## src/rtl/cwq_pkg.sv

```systemverilog
package cwq_pkg;

  typedef enum logic [2:0] {
    SEL_CSR   = 3'd0,
    SEL_FIRST = 3'd1,
    SEL_LAST  = 3'd2,
    SEL_HEAD  = 3'd3,
    SEL_TAIL  = 3'd4
  } reg_sel_e;

  // descriptor word slots that carry information
  localparam int W_HDR = 0;
  localparam int W_SRC = 1;
  localparam int W_IV  = 3;
  localparam int W_DST = 7;

  // status bit positions
  localparam int CSR_EN   = 0;
  localparam int CSR_BUSY = 1;
  localparam int CSR_TERM = 2;
  localparam int CSR_PERR = 3;

  typedef struct packed {
    logic [6:0]  op;
    logic        sob;
    logic        eob;
    logic        irq;
    logic [2:0]  strand;
    logic [23:0] len;
  } cw_hdr_t;

  function automatic cw_hdr_t decode_hdr(input logic [63:0] w);
    cw_hdr_t h;
    h.op     = w[62:56];
    h.sob    = w[54];
    h.eob    = w[53];
    h.irq    = w[48];
    h.strand = w[39:37];
    h.len    = w[23:0];
    return h;
  endfunction

endpackage

```

## src/rtl/cwq_regs.sv

```systemverilog
module cwq_regs
  import cwq_pkg::*;
#(
  parameter int DATA_W      = 64,
  parameter int ADDR_W      = 48,
  parameter int ENTRY_BYTES = 64
) (
  input  logic              clk,
  input  logic              rst,
  input  logic              wr_en,
  input  logic [2:0]        sel,
  input  logic [DATA_W-1:0] wdata,
  input  logic              adv_head,
  input  logic              set_perr,
  input  logic              busy,
  output logic [ADDR_W-1:0] first,
  output logic [ADDR_W-1:0] last,
  output logic [ADDR_W-1:0] head,
  output logic [ADDR_W-1:0] tail,
  output logic              en,
  output logic              perr,
  output logic [DATA_W-1:0] rdata
);

  localparam logic [ADDR_W-1:0] STEP = ADDR_W'(ENTRY_BYTES);

  logic wdata_unused;
  assign wdata_unused = ^wdata[DATA_W-1:ADDR_W];

  logic [3:0] csr_bits;
  always_comb begin
    csr_bits           = '0;
    csr_bits[CSR_EN]   = en;
    csr_bits[CSR_BUSY] = busy;
    csr_bits[CSR_TERM] = 1'b0;
    csr_bits[CSR_PERR] = perr;
  end

  always_ff @(posedge clk) begin
    if (rst) begin
      first <= '0;
      last  <= '0;
      head  <= '0;
      tail  <= '0;
      en    <= 1'b0;
      perr  <= 1'b0;
      rdata <= '0;
    end else begin
      if (wr_en) begin
        case (reg_sel_e'(sel))
          SEL_CSR: begin
            en   <= wdata[CSR_EN];
            perr <= 1'b0;
          end
          SEL_FIRST: first <= wdata[ADDR_W-1:0];
          SEL_LAST:  last  <= wdata[ADDR_W-1:0];
          SEL_HEAD:  head  <= wdata[ADDR_W-1:0];
          SEL_TAIL:  tail  <= wdata[ADDR_W-1:0];
          default: ;
        endcase
      end
      if (set_perr) perr <= 1'b1;
      if (adv_head) head <= (head == last) ? first : head + STEP;
      case (reg_sel_e'(sel))
        SEL_CSR:   rdata <= DATA_W'(csr_bits);
        SEL_FIRST: rdata <= DATA_W'(first);
        SEL_LAST:  rdata <= DATA_W'(last);
        SEL_HEAD:  rdata <= DATA_W'(head);
        SEL_TAIL:  rdata <= DATA_W'(tail);
        default:   rdata <= '0;
      endcase
    end
  end


  head_wrap_chk: assert property (@(posedge clk) disable iff (rst)
    (adv_head && !wr_en && head == last) |=> (head == $past(first)));


  perr_sticky_chk: assert property (@(posedge clk) disable iff (rst)
    (perr && !(wr_en && sel == SEL_CSR)) |=> perr);

endmodule

```

## src/rtl/cwq_fetch.sv

```systemverilog
module cwq_fetch
  import cwq_pkg::*;
#(
  parameter int DATA_W = 64,
  parameter int ADDR_W = 48,
  parameter int WORDS  = 8
) (
  input  logic              clk,
  input  logic              rst,
  input  logic              start,
  input  logic [ADDR_W-1:0] base,
  output logic              req_valid,
  input  logic              req_ready,
  output logic [ADDR_W-1:0] req_addr,
  input  logic              rsp_valid,
  input  logic [DATA_W-1:0] rsp_data,
  output logic              done,
  output logic [DATA_W-1:0] hdr_word,
  output logic [ADDR_W-1:0] src_addr,
  output logic [ADDR_W-1:0] iv_addr,
  output logic [ADDR_W-1:0] dst_addr
);

  localparam int CNT_W = $clog2(WORDS + 1);
  localparam logic [ADDR_W-1:0] STEP = ADDR_W'(DATA_W / 8);
  localparam logic [CNT_W-1:0] LAST_IDX = CNT_W'(WORDS - 1);

  logic [CNT_W-1:0] req_cnt;
  logic [CNT_W-1:0] rsp_cnt;

  always_ff @(posedge clk) begin
    if (rst) begin
      req_valid <= 1'b0;
      req_addr  <= '0;
      req_cnt   <= '0;
      rsp_cnt   <= '0;
      done      <= 1'b0;
      hdr_word  <= '0;
      src_addr  <= '0;
      iv_addr   <= '0;
      dst_addr  <= '0;
    end else begin
      done <= 1'b0;
      if (start) begin
        req_valid <= 1'b1;
        req_addr  <= base;
        req_cnt   <= '0;
        rsp_cnt   <= '0;
      end else if (req_valid && req_ready) begin
        req_cnt <= req_cnt + 1'b1;
        if (req_cnt == LAST_IDX) req_valid <= 1'b0;
        else                     req_addr  <= req_addr + STEP;
      end
      if (rsp_valid && !start) begin
        if (rsp_cnt == CNT_W'(W_HDR)) hdr_word <= rsp_data;
        if (rsp_cnt == CNT_W'(W_SRC)) src_addr <= rsp_data[ADDR_W-1:0];
        if (rsp_cnt == CNT_W'(W_IV))  iv_addr  <= rsp_data[ADDR_W-1:0];
        if (rsp_cnt == CNT_W'(W_DST)) dst_addr <= rsp_data[ADDR_W-1:0];
        rsp_cnt <= rsp_cnt + 1'b1;
        if (rsp_cnt == LAST_IDX) done <= 1'b1;
      end
    end
  end


  req_hold_chk: assert property (@(posedge clk) disable iff (rst)
    (req_valid && !req_ready && !start) |=> (req_valid && $stable(req_addr)));


  req_count_chk: assert property (@(posedge clk) disable iff (rst)
    (req_valid && req_ready) |-> (req_cnt < CNT_W'(WORDS)));

endmodule

```

## src/rtl/cwq_seq.sv

```systemverilog
module cwq_seq
  import cwq_pkg::*;
#(
  parameter int ADDR_W      = 48,
  parameter int ENTRY_BYTES = 64,
  parameter int STRAND_W    = 3
) (
  input  logic                clk,
  input  logic                rst,
  input  logic                en,
  input  logic                perr,
  input  logic [ADDR_W-1:0]   first,
  input  logic [ADDR_W-1:0]   last,
  input  logic [ADDR_W-1:0]   head,
  input  logic [ADDR_W-1:0]   tail,
  input  logic                fetch_done,
  input  logic                hdr_irq,
  input  logic [STRAND_W-1:0] hdr_strand,
  input  logic                eng_ready,
  input  logic                eng_done,
  output logic                fetch_start,
  output logic                busy,
  output logic                set_perr,
  output logic                adv_head,
  output logic                eng_valid,
  output logic                irq_valid,
  output logic [STRAND_W-1:0] irq_strand
);

  localparam int ALIGN_W = $clog2(ENTRY_BYTES);

  typedef enum logic [2:0] {ST_IDLE, ST_FETCH, ST_ISSUE, ST_WAIT, ST_SETTLE} st_e;
  st_e state;

  logic tail_bad;
  logic pending;
  assign tail_bad = (|tail[ALIGN_W-1:0]) || (tail < first) || (tail > last);
  assign pending  = en && !perr && (head != tail);

  always_ff @(posedge clk) begin
    if (rst) begin
      state       <= ST_IDLE;
      fetch_start <= 1'b0;
      busy        <= 1'b0;
      set_perr    <= 1'b0;
      adv_head    <= 1'b0;
      eng_valid   <= 1'b0;
      irq_valid   <= 1'b0;
      irq_strand  <= '0;
    end else begin
      fetch_start <= 1'b0;
      set_perr    <= 1'b0;
      adv_head    <= 1'b0;
      irq_valid   <= 1'b0;
      case (state)
        ST_IDLE: begin
          if (pending && tail_bad) begin
            set_perr <= 1'b1;
            busy     <= 1'b0;
          end else if (pending) begin
            fetch_start <= 1'b1;
            busy        <= 1'b1;
            state       <= ST_FETCH;
          end else begin
            busy <= 1'b0;
          end
        end
        ST_FETCH: begin
          if (fetch_done) begin
            eng_valid <= 1'b1;
            state     <= ST_ISSUE;
          end
        end
        ST_ISSUE: begin
          if (eng_ready) begin
            eng_valid <= 1'b0;
            state     <= ST_WAIT;
          end
        end
        ST_WAIT: begin
          if (eng_done) begin
            adv_head   <= 1'b1;
            irq_valid  <= hdr_irq;
            irq_strand <= hdr_strand;
            state      <= ST_SETTLE;
          end
        end
        default: state <= ST_IDLE;
      endcase
    end
  end


  eng_hold_chk: assert property (@(posedge clk) disable iff (rst)
    (eng_valid && !eng_ready) |=> eng_valid);


  irq_pulse_chk: assert property (@(posedge clk) disable iff (rst)
    irq_valid |=> !irq_valid);


  empty_idle_chk: assert property (@(posedge clk) disable iff (rst)
    (state == ST_IDLE && head == tail) |=> (!busy && !fetch_start));


  disabled_chk: assert property (@(posedge clk) disable iff (rst)
    (state == ST_IDLE && !en) |=> !fetch_start);

endmodule

```

## src/rtl/cwq_ctrl.sv

```systemverilog
module cwq_ctrl
  import cwq_pkg::*;
#(
  parameter int DATA_W   = 64,
  parameter int ADDR_W   = 48,
  parameter int WORDS    = 8,
  parameter int STRAND_W = 3,
  parameter int OP_W     = 7,
  parameter int LEN_W    = 24
) (
  input  logic                clk,
  input  logic                rst,
  input  logic                reg_wr,
  input  logic [2:0]          reg_sel,
  input  logic [DATA_W-1:0]   reg_wdata,
  output logic [DATA_W-1:0]   reg_rdata,
  output logic                mem_req_valid,
  input  logic                mem_req_ready,
  output logic [ADDR_W-1:0]   mem_req_addr,
  input  logic                mem_rsp_valid,
  input  logic [DATA_W-1:0]   mem_rsp_data,
  output logic                eng_valid,
  input  logic                eng_ready,
  output logic [OP_W-1:0]     eng_op,
  output logic                eng_sob,
  output logic                eng_eob,
  output logic [LEN_W-1:0]    eng_len,
  output logic [ADDR_W-1:0]   eng_src,
  output logic [ADDR_W-1:0]   eng_iv,
  output logic [ADDR_W-1:0]   eng_dst,
  input  logic                eng_done,
  output logic                irq_valid,
  output logic [STRAND_W-1:0] irq_strand
);

  localparam int ENTRY_BYTES = WORDS * (DATA_W / 8);

  logic [ADDR_W-1:0] first, last, head, tail;
  logic en, perr, busy, adv_head, set_perr, fetch_start, fetch_done;
  logic [DATA_W-1:0] hdr_word;
  cw_hdr_t hdr;
  logic hdr_unused;

  assign hdr        = decode_hdr(64'(hdr_word));
  assign hdr_unused = ^hdr_word;
  assign eng_op     = OP_W'(hdr.op);
  assign eng_sob    = hdr.sob;
  assign eng_eob    = hdr.eob;
  assign eng_len    = LEN_W'(hdr.len);

  cwq_regs #(.DATA_W(DATA_W), .ADDR_W(ADDR_W), .ENTRY_BYTES(ENTRY_BYTES)) u_regs (
    .clk(clk), .rst(rst), .wr_en(reg_wr), .sel(reg_sel), .wdata(reg_wdata),
    .adv_head(adv_head), .set_perr(set_perr), .busy(busy),
    .first(first), .last(last), .head(head), .tail(tail),
    .en(en), .perr(perr), .rdata(reg_rdata)
  );

  cwq_fetch #(.DATA_W(DATA_W), .ADDR_W(ADDR_W), .WORDS(WORDS)) u_fetch (
    .clk(clk), .rst(rst), .start(fetch_start), .base(head),
    .req_valid(mem_req_valid), .req_ready(mem_req_ready), .req_addr(mem_req_addr),
    .rsp_valid(mem_rsp_valid), .rsp_data(mem_rsp_data),
    .done(fetch_done), .hdr_word(hdr_word),
    .src_addr(eng_src), .iv_addr(eng_iv), .dst_addr(eng_dst)
  );

  cwq_seq #(.ADDR_W(ADDR_W), .ENTRY_BYTES(ENTRY_BYTES), .STRAND_W(STRAND_W)) u_seq (
    .clk(clk), .rst(rst), .en(en), .perr(perr),
    .first(first), .last(last), .head(head), .tail(tail),
    .fetch_done(fetch_done), .hdr_irq(hdr.irq), .hdr_strand(STRAND_W'(hdr.strand)),
    .eng_ready(eng_ready), .eng_done(eng_done),
    .fetch_start(fetch_start), .busy(busy), .set_perr(set_perr), .adv_head(adv_head),
    .eng_valid(eng_valid), .irq_valid(irq_valid), .irq_strand(irq_strand)
  );


  perr_no_fetch_chk: assert property (@(posedge clk) disable iff (rst)
    perr |-> !fetch_start);

endmodule

```

## config.mk

```make
export PLATFORM = sky130hd
export DESIGN_NAME = cwq_ctrl
export DESIGN_NICKNAME = d
export VERILOG_FILES = /design/src/rtl/cwq_pkg.sv /design/src/rtl/cwq_regs.sv /design/src/rtl/cwq_fetch.sv /design/src/rtl/cwq_seq.sv /design/src/rtl/cwq_ctrl.sv
export SDC_FILE = /design/constraint.sdc
export NUM_CORES = 1
export LEC_CHECK = 0
export ABC_AREA = 1
export BUFFER_PORTS_ARGS = -buffer_cell sky130_fd_sc_hd__buf_2
export CORE_MARGIN = 4
export CORE_UTILIZATION = 51
export CTS_CLUSTER_SIZE = 12
export DETAILED_ROUTE_END_ITERATION = 6
export PLACE_DENSITY = 0.77
export SETUP_SLACK_MARGIN = 0.1
export SLEW_MARGIN = 20
export SYNTH_ARGS = -nofsm -noshare
export SYNTH_HDL_FRONTEND = slang
export SYNTH_SLANG_ARGS = --single-unit
export TNS_END_PERCENT = 1
```

## constraint.sdc

```tcl
create_clock -name clk -period 2.05 [get_ports clk]
set_input_delay 0.3075 -clock clk [delete_from_list [all_inputs] [get_ports clk]]
set_output_delay 0.3075 -clock clk [all_outputs]
set_load 0.01 [all_outputs]
```

# Word-level counts from Yosys, hierarchy flattened
# Cells that the tools add are included.
# totals
register_bits	535
input_bits	138
out_inout_bits	295
wordCells	124
# classes
add_sub_neg	4
n_lt_le_gt_ge	2
eq_ne	19
mux	30
bitwise_logic	4
reduce_logical	41
# ops
cell	count
$mux W48	7
$pmux W48 S5	1
$add A48 B4 Y48 const B	1
$add A48 B7 Y48 const B	1
$eq A48 B48 Y1	1
$gt A48 B48 Y1	1
$lt A48 B48 Y1	1
$ne A48 B48 Y1	1
$reduce_and A2 Y1	13
$reduce_bool A2 Y1	8
$mux W3	5
$mux W1	13
$eq A3 B2 Y1 const B	4
$pmux W3 S4	1
$add A4 B1 Y4 const B	2
$eq A4 B3 Y1 const B	2
$mux W4	2
$ne A2 B2 Y1 const B	4
$reduce_or A2 Y1	4
$eq A3 B1 Y1 const B	2
$logic_not A3 Y1	2
$reduce_or A6 Y1	1
$logic_and A1 B1 Y1	5
$reduce_and A5 Y1	1
other kinds (11)	17

# Longest topological paths before layout
# logic_depth
word_depth	6
depth_mapped	19
ltp_nobuf	19

# By module
# From an unflattened synthesis, not the netlist that was laid out.
# hier_totals
hier_cells	3948
hier_area_um2	26943.3
# modules_own_cells
module	instances	cells_per_inst	area_per_inst_um2	seq_area_each_um2
cwq_regs	1	1820	12366.9	4844.6
cwq_fetch	1	1533	10899.2	5325.1
cwq_seq	1	595	3677.3	240.2

# Worst setup path before layout
# No wires, ideal clock.
# synth_path
path_type	register to register
startpoint	reg u_fetch.req_addr[3]
endpoint	reg u_fetch.req_addr[45]
setup_time_ns	0.110
t_arrival_ns	1.911
slack_ns	0.030
path_stages_with_launch	16
path_buffers	0
cell_sequence	dfxtp_1 > ha_1 > nand2_1 > nor2_4 > nand3_2 > nor2_4 > inv_2 > nor2_4 > nand3_2 > nor2_1 > nand2_1 > xor2_1 > nand2_1 > o221ai_1 > nand2_1 > inv_1
# synth_via
elab_chain_cells	4
# synth_rtl
element	line_no	text
from (decl)	cwq_fetch.sv:14	output logic [ADDR_W-1:0] req_addr,
from (signal assigned)	cwq_fetch.sv:46	req_addr <= base;
from (signal assigned)	cwq_fetch.sv:52	else req_addr <= req_addr + STEP;
$add A48 B4 Y48	cwq_fetch.sv:52	
$mux W48	cwq_fetch.sv:51	if (req_cnt == LAST_IDX) req_valid <= 1'b0;
$mux W48	cwq_fetch.sv:49	end else if (req_valid && req_ready) begin
$mux W48	cwq_fetch.sv:44	if (start) begin
# No other way between the ends. The select of a mux whose other input is x is not followed.
# A chain may end at the register's enable or synchronous reset.

# Final worst setup path
# layout_path
startpoint	reg u_regs.last[45]
endpoint	reg u_regs.head[22]
# layout_via
elab_chain_cells	3
# layout_rtl
element	line_no	text
from (decl)	cwq_regs.sv:17	output logic [ADDR_W-1:0] last,
from (signal assigned)	cwq_regs.sv:56	SEL_LAST: last <= wdata[ADDR_W-1:0];
$eq A48 B48 Y1	cwq_regs.sv:63	if (adv_head) head <= (head == last) ? first : head + STEP;
$mux W48 (2 in series)	cwq_regs.sv:63	
to (signal assigned)	cwq_regs.sv:57	SEL_HEAD: head <= wdata[ADDR_W-1:0];
to (signal assigned)	cwq_regs.sv:63	
to (decl)	cwq_regs.sv:18	output logic [ADDR_W-1:0] head,
# No other way between the ends.

==> results.yml <==
outcome:
  status: "finished with violations"
  violations: "setup timing"
detailed_routing:
  drt-vias-per-instance: 5.748
  wirelength_um: 96070
  drt_iter0_drc: 2566
  routedWlPerCell_um: 20.27
  drt_first_pass_iters: 7
  num_vias: 27250
  drc: 0
  antenna_left: 0
timing:
  slew_headroom: 0.4867
  setup_ws_ps: -186.4
  worst_slew_pin_slew_ps: 770.0
  final_max_slew_viol_count: 0
  setup_viol: 51
  hold_ws_ps: 16.64
  rsz0062_at_grt: "yes"
  finalCriticalPeriod_ps: 2236
  clock.fmax_mhz: 447.2
  hold_viol_final: 0
  fin_crit_sh: 1.091
  finalClockSkew_ps: 32.19
floorplanning:
  die-height_um: 227.8
  initial_core_util: 0.5162
  ios: 433
  row_count: 80
  dieWidth_um: 227.8
  die_area_um2: 51910
  fp.coreArea_um2: 47750
synth:
  ys_warn_count: 0
  postSynthCellCount: 3370
  async_flop_share: 0
  synth_enable_flop_cells: 0
  synth-seq-area-share: 0.4004
  ys.flop_type: "dfxtp_1"
  postSynthAreaPerCell_um2: 7.314
  yosys.cell_types.count: 49
  ys_seq_elements: 493
  syn_area_um2: 24650
place:
  finalWeightedCongestion: 0.9775
  port_buffers: 394
  dpl.cell_count: 4540
  dpl_worst_slack_ps: -323.8
  dp_hpwl_um: 66080
power_and_ir_drop:
  max-vdd-ir-drop_uv: 721.9
  clkPwrFrac: 0.410
  sw_frac_of_total: 0.2885
  p_seq_frac: 0.422
  leakagePower_nw: 14.81
  p_sw_mw: 6.994
  powerDensity_nw_per_um2: 728.8
  intPower_mw: 17.25
  pwr-share-comb: 0.168
  power_mw: 24.25
worst_hold_path:
  hold_path.class: "in2reg"
clock_tree:
  htreeDepth: 2
  clkSinkCount: 493
  clock_latency_ps: 640
  cts_tree: "yes"
  cts_made_buffers: 53
  clkTransAtPathRegs_ps: 70
  ctsRootBufferMaster: "clkbuf_16"
  cts_buffer_depth: 3
finish:
  fin_util: 0.6969
  syn2layout_area_growth_pct: 34.99
  final_cells: 4740
  nNetsFinal: 4324
  drive_gt1_frac: 0.2703
setup_path:
  critical_path_arrival_ps: 2790
  cp_slowest_cell: "dfxtp_1"
  cp-end-kind: "register"
  start_kind: "register"
  critPathMaxFanout: 9
  cp.required_ps: 2610
  path_cells: "buf_4, xor2_1, nor4_1, buf_4, nand2_1, nor2_4, nand3_4, buf_12, clkbuf_16, a21oi_1, o21ai_0, a21oi_1"
  slowest_delay_ps: 310
  path_class: "reg2reg"
global_route:
  overflow: 0
  grt_pass1_vias: 26170
  antenna_found_initial: 6
  track_usage: 0.3457
  grt_pass1_wl_um: 145200
  grt_max_degree: 97
run:
  cap_violations: 0
==> worst max-delay path: cells and delay by family, from the launching register on <==
kind,cells,cell delay (ps)
compound gates,3,440
xor+xnor,1,140
buf+inv,4,640
flops,1,310
simple gates,4,630
==> layout by cell type (no fill, tap or decap), types with 14 or more instances in the layout <==
cell type,n
inv_2,20
a21oi_1,293
a31oi_1,34
nand4_1,28
buf_4,392
dfxtp_2,31
nand2_2,15
dlygate4sd3_1,93
a221oi_1,47
nor4_1,19
inv_1,247
conb_1,16
nor2_4,22
o21ai_0,397
nand3_1,72
dfxtp_1,461
o21ai_1,18
xnor2_1,46
nor2_1,525
ha_1,90
o22ai_1,59
buf_12,25
nand2_1,397
clkbuf_16,56
nor3_1,37
nor2_2,19
nand3_2,14
xor2_1,95
buf_2,393
==> worst paths after layout <==
check	slack (ps)	from	cells after the start	end
worst min register to register	460	u_seq.irq_strand[2]	2	u_seq.irq_strand[2]
worst max register to register	-190	u_regs.last[45]	12	u_regs.head[22]
worst min-delay path	20	reg_wdata[29]	3	u_regs.tail[29]
worst max-delay path	-190	u_regs.last[45]	12	u_regs.head[22]
==> power by group through the flow <==
stage	Sequential, mW	Clock [mW]	Combinational, mW
5_1_grt	10.3	10.3	4.38
4_1_cts	10.2	10.0	3.74
2_1_floorplan	10.4	0	1.96
3_3_place_gp	10.4	0	3.44
6_report	10.2	9.95	4.07
3_5_place_dp	10.4	0	3.47
==> through the flow <==
step | setup TNS [ps] | instance area (um^2)
2_1_floorplan | 0 | 24710
3_3_place_gp | -4716 | 29590
3_5_place_dp | -6752 | 29590
4_1_cts | -1289 | 32560
5_1_grt | -10380 | 33270
6_report | -5243 | 33270
==> synth_stat cells, types with 7 or more instances <==
cell / count / area [um^2]
clkbuf_1: 158 / 593.1
nand3_2: 10 / 100.1
o22ai_1: 61 / 381.6
xor2_1: 99 / 867.1
nand2_1: 417 / 1565
a221oi_1: 47 / 411.6
inv_2: 7 / 26.28
buf_1: 12 / 45.04
dfxtp_1: 493 / 9869
nor2_1: 553 / 2076
inv_1: 264 / 991.0
nor3_1: 45 / 225.2
a31oi_1: 34 / 212.7
buf_4: 54 / 405.4
nor4_1: 29 / 181.4
ha_1: 101 / 1264
o211ai_1: 7 / 52.55
xnor2_1: 46 / 402.9
o21ai_0: 414 / 2072
buf_2: 38 / 190.2
nand3_1: 79 / 395.4
nor2_4: 8 / 90.09
a21oi_1: 303 / 1516
nand4_1: 28 / 175.2
==> metal layers <==
layer / share of wire / GRT usage
met3: 0.10 / 0.07722
met5: 0.00029 / 0
met1: 0.37 / 0.4130
met2: 0.46 / 0.5658
met4: 0.069 / 0.2176
==> cell families after synthesis <==
kind of cell             Yosys count  share of synthesized area
AO/OA/AOI/OAI                    890                     0.1969
XOR/XNOR                         145                    0.05153
other                              1                  0.0001521
adder cells (fa/ha/maj)          101                    0.05127
AND/OR/NAND/NOR                 1200                     0.2055
buffers and inverters            540                    0.09422
flip-flops                       493                     0.4004
==> registers in the layout, indices dropped and copies added, names as in the netlist, 3 cells and up <==
name	count
u_fetch.src_addr	48
u_regs.tail	48
u_fetch.rsp_cnt	4
u_fetch.dst_addr	48
u_regs.last	48
u_seq.state	3
u_fetch.req_addr	48
u_seq.irq_strand	3
u_fetch.req_cnt	4
u_fetch.hdr_word	37
u_regs.rdata	48
u_fetch.iv_addr	48
u_regs.first	48
u_regs.head	48
==> timing repair <==
action	4_1_cts	5_1_grt
setup endpoints to repair	59	95
resized for setup	66	145
hold buffers	93	0
pin swaps	21	68
endpoints found under the hold margin	225	0
cloned	0	3
buffers inserted	3	6
==> area by class of cell <==
cell class | count | area [um^2]
Fill cell | 3692 | 14470
Multi-Input combinational cell | 2352 | 13260
Sequential cell | 493 | 9912
Timing Repair Buffer | 913 | 6499
Clock buffer | 74 | 1525
Inverter | 272 | 1041
Tap cell | 615 | 769.5
Clock inverter | 17 | 255.2
Antenna cell | 4 | 10.01
Note: power is estimated with default switching activity, not from simulation.
